**config.mk**
```make
export PLATFORM = sky130hd
export DESIGN_NAME = pred_alu
export DESIGN_NICKNAME = d
export VERILOG_FILES = /design/src/rtl/pred_alu_pkg.sv /design/src/rtl/pred_alu_cond.sv /design/src/rtl/pred_alu_core.sv /design/src/rtl/pred_alu.sv
export SDC_FILE = /design/constraint.sdc
export NUM_CORES = 1
export LEC_CHECK = 0
export ABC_AREA = 0
export ABC_CLOCK_PERIOD_IN_PS = 5470
export CAP_MARGIN = 20
export CORE_ASPECT_RATIO = 2
export CORE_MARGIN = 5
export CORE_UTILIZATION = 41
export DETAILED_ROUTE_END_ITERATION = 10
export DONT_BUFFER_PORTS = 1
export HOLD_SLACK_MARGIN = 0.03
export MAX_ROUTING_LAYER = met4
export PLACE_DENSITY = 0.52
export SLEW_MARGIN = 30
export SYNTH_ARGS = -nofsm -noshare
export SYNTH_HDL_FRONTEND = slang
export SYNTH_HIERARCHICAL = 1
export SYNTH_SLANG_ARGS = --single-unit
```
**constraint.sdc**
```tcl
create_clock -name clk -period 5.47 [get_ports clk]
set_clock_uncertainty 0.05 [all_clocks]
set_input_delay 0.8205 -clock clk [delete_from_list [all_inputs] [get_ports clk]]
set_output_delay 0.8205 -clock clk [all_outputs]
set_load 0.03 [all_outputs]
```
**src/rtl/pred_alu_pkg.sv**
```systemverilog
package pred_alu_pkg;

  typedef enum logic [3:0] {
    OP_AND = 4'h0, OP_EOR = 4'h1, OP_SUB = 4'h2, OP_RSB = 4'h3,
    OP_ADD = 4'h4, OP_ADC = 4'h5, OP_SBC = 4'h6, OP_RSC = 4'h7,
    OP_TST = 4'h8, OP_TEQ = 4'h9, OP_CMP = 4'hA, OP_CMN = 4'hB,
    OP_ORR = 4'hC, OP_MOV = 4'hD, OP_BIC = 4'hE, OP_MVN = 4'hF
  } alu_op_e;

  typedef enum logic [3:0] {
    CC_EQ = 4'h0, CC_NE = 4'h1, CC_CS = 4'h2, CC_CC = 4'h3,
    CC_MI = 4'h4, CC_PL = 4'h5, CC_VS = 4'h6, CC_VC = 4'h7,
    CC_HI = 4'h8, CC_LS = 4'h9, CC_GE = 4'hA, CC_LT = 4'hB,
    CC_GT = 4'hC, CC_LE = 4'hD, CC_AL = 4'hE, CC_NV = 4'hF
  } cond_e;

  typedef struct packed {
    logic n;
    logic z;
    logic c;
    logic v;
  } nzcv_t;

  // Test-class operations: flags only, no destination write.
  function automatic logic op_is_test(input logic [3:0] op);
    return (op[3:2] == 2'b10);
  endfunction

  // Operations whose flags come from the adder.
  function automatic logic op_is_arith(input logic [3:0] op);
    return (op inside {OP_SUB, OP_RSB, OP_ADD, OP_ADC, OP_SBC, OP_RSC,
                       OP_CMP, OP_CMN});
  endfunction

endpackage

```
**src/rtl/pred_alu_cond.sv**
```systemverilog
module pred_alu_cond
  import pred_alu_pkg::*;
(
  input  logic [3:0] cond,
  input  nzcv_t      flags,
  output logic       met
);
  always_comb begin
    unique case (cond_e'(cond))
      CC_EQ: met = flags.z;
      CC_NE: met = !flags.z;
      CC_CS: met = flags.c;
      CC_CC: met = !flags.c;
      CC_MI: met = flags.n;
      CC_PL: met = !flags.n;
      CC_VS: met = flags.v;
      CC_VC: met = !flags.v;
      CC_HI: met = flags.c && !flags.z;
      CC_LS: met = !flags.c || flags.z;
      CC_GE: met = (flags.n == flags.v);
      CC_LT: met = (flags.n != flags.v);
      CC_GT: met = !flags.z && (flags.n == flags.v);
      CC_LE: met = flags.z || (flags.n != flags.v);
      CC_AL: met = 1'b1;
      default: met = 1'b0;
    endcase
  end
endmodule

```
**src/rtl/pred_alu_core.sv**
```systemverilog
module pred_alu_core
  import pred_alu_pkg::*;
#(
  parameter int WIDTH = 32
) (
  input  logic [3:0]       op,
  input  logic [WIDTH-1:0] a,
  input  logic [WIDTH-1:0] b,
  input  logic             shift_c,
  input  nzcv_t            flags_in,
  output logic [WIDTH-1:0] value,
  output nzcv_t            flags_out
);
  localparam int MSB = WIDTH - 1;

  logic [WIDTH-1:0] add_x, add_y;
  logic             add_cin;
  logic [WIDTH:0]   add_sum;
  logic [WIDTH-1:0] logic_val;
  logic             arith;

  // Adder operand steering: subtraction is x + ~y + carry-in.
  always_comb begin
    add_x   = a;
    add_y   = b;
    add_cin = 1'b0;
    unique case (alu_op_e'(op))
      OP_ADC:         add_cin = flags_in.c;
      OP_SUB, OP_CMP: begin add_y = ~b; add_cin = 1'b1;       end
      OP_SBC:         begin add_y = ~b; add_cin = flags_in.c; end
      OP_RSB:         begin add_x = b; add_y = ~a; add_cin = 1'b1;       end
      OP_RSC:         begin add_x = b; add_y = ~a; add_cin = flags_in.c; end
      default: ;
    endcase
  end

  assign add_sum = {1'b0, add_x} + {1'b0, add_y} + {{WIDTH{1'b0}}, add_cin};

  always_comb begin
    unique case (alu_op_e'(op))
      OP_AND, OP_TST: logic_val = a & b;
      OP_EOR, OP_TEQ: logic_val = a ^ b;
      OP_ORR:         logic_val = a | b;
      OP_BIC:         logic_val = a & ~b;
      OP_MVN:         logic_val = ~b;
      default:        logic_val = b;
    endcase
  end

  assign arith = op_is_arith(op);
  assign value = arith ? add_sum[MSB:0] : logic_val;

  always_comb begin
    flags_out.n = value[MSB];
    flags_out.z = (value == '0);
    if (arith) begin
      flags_out.c = add_sum[WIDTH];
      flags_out.v = (add_x[MSB] == add_y[MSB]) && (add_sum[MSB] != add_x[MSB]);
    end else begin
      flags_out.c = shift_c;
      flags_out.v = flags_in.v;
    end
  end
endmodule

```
**src/rtl/pred_alu.sv**
```systemverilog
module pred_alu
  import pred_alu_pkg::*;
#(
  parameter int WIDTH = 32
) (
  input  logic             clk,
  input  logic             rst_n,
  input  logic             valid_i,
  input  logic [3:0]       opcode_i,
  input  logic [3:0]       cond_i,
  input  logic             setf_i,
  input  logic [WIDTH-1:0] op_a_i,
  input  logic [WIDTH-1:0] op_b_i,
  input  logic             shift_c_i,
  output logic [WIDTH-1:0] result_o,
  output logic             wr_en_o,
  output logic [3:0]       flags_o
);
  nzcv_t            flags_q;
  nzcv_t            flags_nxt;
  logic [WIDTH-1:0] value;
  logic             cond_met;
  logic             exec_fire;
  logic             flag_upd;
  logic             dest_wr;

  pred_alu_cond u_cond (
    .cond  (cond_i),
    .flags (flags_q),
    .met   (cond_met)
  );

  pred_alu_core #(.WIDTH(WIDTH)) u_core (
    .op        (opcode_i),
    .a         (op_a_i),
    .b         (op_b_i),
    .shift_c   (shift_c_i),
    .flags_in  (flags_q),
    .value     (value),
    .flags_out (flags_nxt)
  );

  assign exec_fire = valid_i && cond_met;
  assign flag_upd  = exec_fire && (setf_i || op_is_test(opcode_i));
  assign dest_wr   = exec_fire && !op_is_test(opcode_i);

  always_ff @(posedge clk or negedge rst_n) begin
    if (!rst_n) begin
      flags_q  <= '0;
      result_o <= '0;
      wr_en_o  <= 1'b0;
    end else begin
      wr_en_o <= dest_wr;
      if (dest_wr)  result_o <= value;
      if (flag_upd) flags_q  <= flags_nxt;
    end
  end

  assign flags_o = flags_q;
endmodule

```
==> metrics.cfg <==
[clocking]
cts_root_buffer = clkbuf_16
ctsResizeCount = 0
post_cts_buffers = 0
clkLatencyLatePin_ns = 0.28
cts_buffers = 5
clkTransAtPathRegs_ns = 0.06
postCtsHoldBufs = 0
clockBufferDepth = 2
cts_num_sinks = 37
cts_max_level = 2
cts_tree = yes

[detailed_routing]
drtAntennaViolNets = 0
drt_iter0_drc = 326
wirelength_mm = 27.0
first_pass_iters = 5
num_vias = 7273
drc_errors = 0
routedWlPerCell_um = 23.2
routed_via_density = 6.25

[pwr]
switching_share_pct = 49.0
p_per_area_nw_per_um2 = 298
p_sw_uw = 1060
ir_worst_vdd_mv = 0.263
p_int_uw = 1100
p_leak_uw = 0.00318
comb_power_share_pct = 46.1
seqPwrFrac_pct = 36.3
p_clk_share_pct = 17.6

[die]
die_h_um = 192
io_pins = 114
coreArea_um2 = 16300
chipWidth_um = 101
fp-row-count = 66
die_area_um2 = 19400
start_util_pct = 41.8

[sta]
timing.fmax_mhz = 197
fin_crit_sh_pct = 92.9
setup-tns-final_ns = 0
setup_viol = 0
finalHoldViolations = 0
slew_headroom_pct = 52.1
rsz0062_at_grt = no
worst_pin_slew_ns = 0.716
fin_crit_ns = 5.08
slew_viol_final = 0

[global_route]
grt_usage_pct = 27.9
grt_pass1_wl_mm = 40.7
grt_max_degree = 98
grt_pass1_vias = 7218
antenna_found_initial = 0
grt_overflow_total = 0

[yosys]
yosysTopAreaCell = dfrtp_1
avgSynthCellArea_um2 = 6.86
ys_ff_latch = 37
async_reset_ff_share_pct = 100
synth_cell_type_count = 77
synth_top_area_share_pct = 13.6
synth_ff_type = dfrtp_1
synth_area_um2 = 6800
seq_area_frac_synth_pct = 13.6
synth-warning-count = 6
synth_fp_nets = 1133
synth_area_leaders = dfrtp_1, ha_1, o21ai_0
synth_edf_count = 0
syn_inst = 991

[setup_path]
cpLargestDelayFamily = simple AND/OR/NAND/NOR gates
crit_cells = 20
cp.buffers_inverters = 2
slowest_stage = or4_1
arrival_ns = 5.25
crit_path_end_kind = flip-flop
r2r.worst_path.cells = 17
startpoint_type = input pin
max_stage_delay_ns = 0.56
crit_fanout = 97
critPathKind = in2reg
cp_cell_sequence = clkinv_2, nor2_1, nand2_2, nand2_1, buf_12, nand2_1, o21ai_0, o21ai_0, ha_1, and2_1, a221oi_2, nand2_1, xor2_1, a221o_1, or4_1, nor4_1, nand4b_1, or4_1, nor3b_2, mux2_2
cpMostUsedCell = nand2_1
required_ns = 5.64

[place]
dp_cells = 1154
gp_congestion = 1.05
dp_hpwl_mm = 21.0
io_buffer_count = 0

[flow_run]
drv_cap = 0

[finish]
final_cells = 1163
mostFrequentLayoutCells = o21ai_0, nand2_1, inv_1
drive_gt1_share_pct = 10.0
layout_commonest_cell = o21ai_0
nets = 1100
synthToLayoutAreaGrowth_pct = 6.42
antenna-diode-count = 0

[status]
outcome = complete, no violations

[min_path]
hold_class = in2async

[metal layers]
metal	up-vias	GRT usage (%)	wire, µm
li1	3566	-	-
met1	3394	26.3	9140
met2	226	52.2	14700
met3	87	5.16	1480
met4	0	14.0	1640
met5	-	-	0
[registers in the layout (all words and copies together) (netlist names)]
signal,count
wr_en_o,1
result_o,32
flags_o,4
[per-stage QoR]
step / utilization, % / cell area, µm² / hold slack [ns] / worst slack (ns) / power [µW]
floorplan: - / 6860 / 0.475 / 0.00123 / 1470
global placement: 43.1 / 7010 / 0.476 / 0.178 / 1780
detailed placement: 43.1 / 7010 / 0.476 / 0.128 / 1780
CTS: 44.3 / 7210 / 0.173 / 0.410 / 2160
global route: 44.5 / 7230 / 0.168 / 0.168 / 2280
finish: 44.5 / 7230 / 0.177 / 0.387 / 2150
[logic make-up after synthesis]
kind of cell               Yosys count  synth area share (%)
AOI/OAI and AO/OA                  386                  35.1
DFF                                 37                  13.6
adders and majority gates           65                  12.2
buffers and inverters              149                  9.00
muxes                               41                  6.77
and+or+nand+nor                    291                  20.4
xor gates and xnor gates            22                  2.95
[path summary, 6_finish.rpt]
path,start,slack [ns],end
min in group clk,result_o[3],0.70,result_o[3]
setup / recovery,opcode_i[0],0.39,flags_o[2]
max in group asynchronous,rst_n,5.10,wr_en_o
setup reg to reg,flags_o[1],0.87,flags_o[2]
hold / removal,rst_n,0.18,result_o[3]
hold reg to reg,result_o[3],0.70,result_o[3]
[worst register-to-register path, cell delays in order (launching register included)]
cell and delay [ns]:
dfrtp_1 0.40, nor2b_1 0.12, o22ai_1 0.08, a32oi_1 0.23, fa_2 0.28, inv_1 0.07
fa_2 0.42, a211oi_2 0.27, o21bai_1 0.15, and3b_1 0.23, o21ai_2 0.18, a31oi_2 0.14
or3_1 0.32, a31o_2 0.26, or4b_1 0.59, or4_1 0.44, nor3b_2 0.16, mux2_2 0.16
[power groups by stage]
| stage | combinational, µW | sequential, µW | clock [µW] |
|---|---|---|---|
| after floorplan | 729 | 745 | 0 |
| after global placement | 982 | 794 | 0 |
| after detailed placement | 981 | 795 | 0 |
| after CTS | 985 | 790 | 384 |
| after global routing | 1080 | 798 | 394 |
| final | 994 | 781 | 379 |
[layout make-up]
type	instances	area [µm²]
fillers	1771	9030
inverters	80	302
well taps	204	255
clock buffers	5	125
multi-input cells	805	5290
repair buffers	29	263
flip-flops and latches	37	926
clock inverters	3	68.8
[synthesized netlist by cell type (all sizes together) (6+ instances only)]
cell / instances
o21ai: 160
dfrtp: 37
o211ai: 14
or3: 10
a211o: 6
inv: 78
a21o: 17
a31oi: 10
mux2: 37
nand4: 12
xnor2: 10
nor3: 30
o221ai: 10
and3: 6
clkbuf: 47
nor2: 54
buf: 22
a21oi: 73
nand2: 120
o31ai: 9
ha: 63
xor2: 12
o21bai: 9
a32oi: 6
nand3: 15
o22ai: 17
a211oi: 13
nor2b: 10
Note: power is estimated with default switching activity, not from simulation.
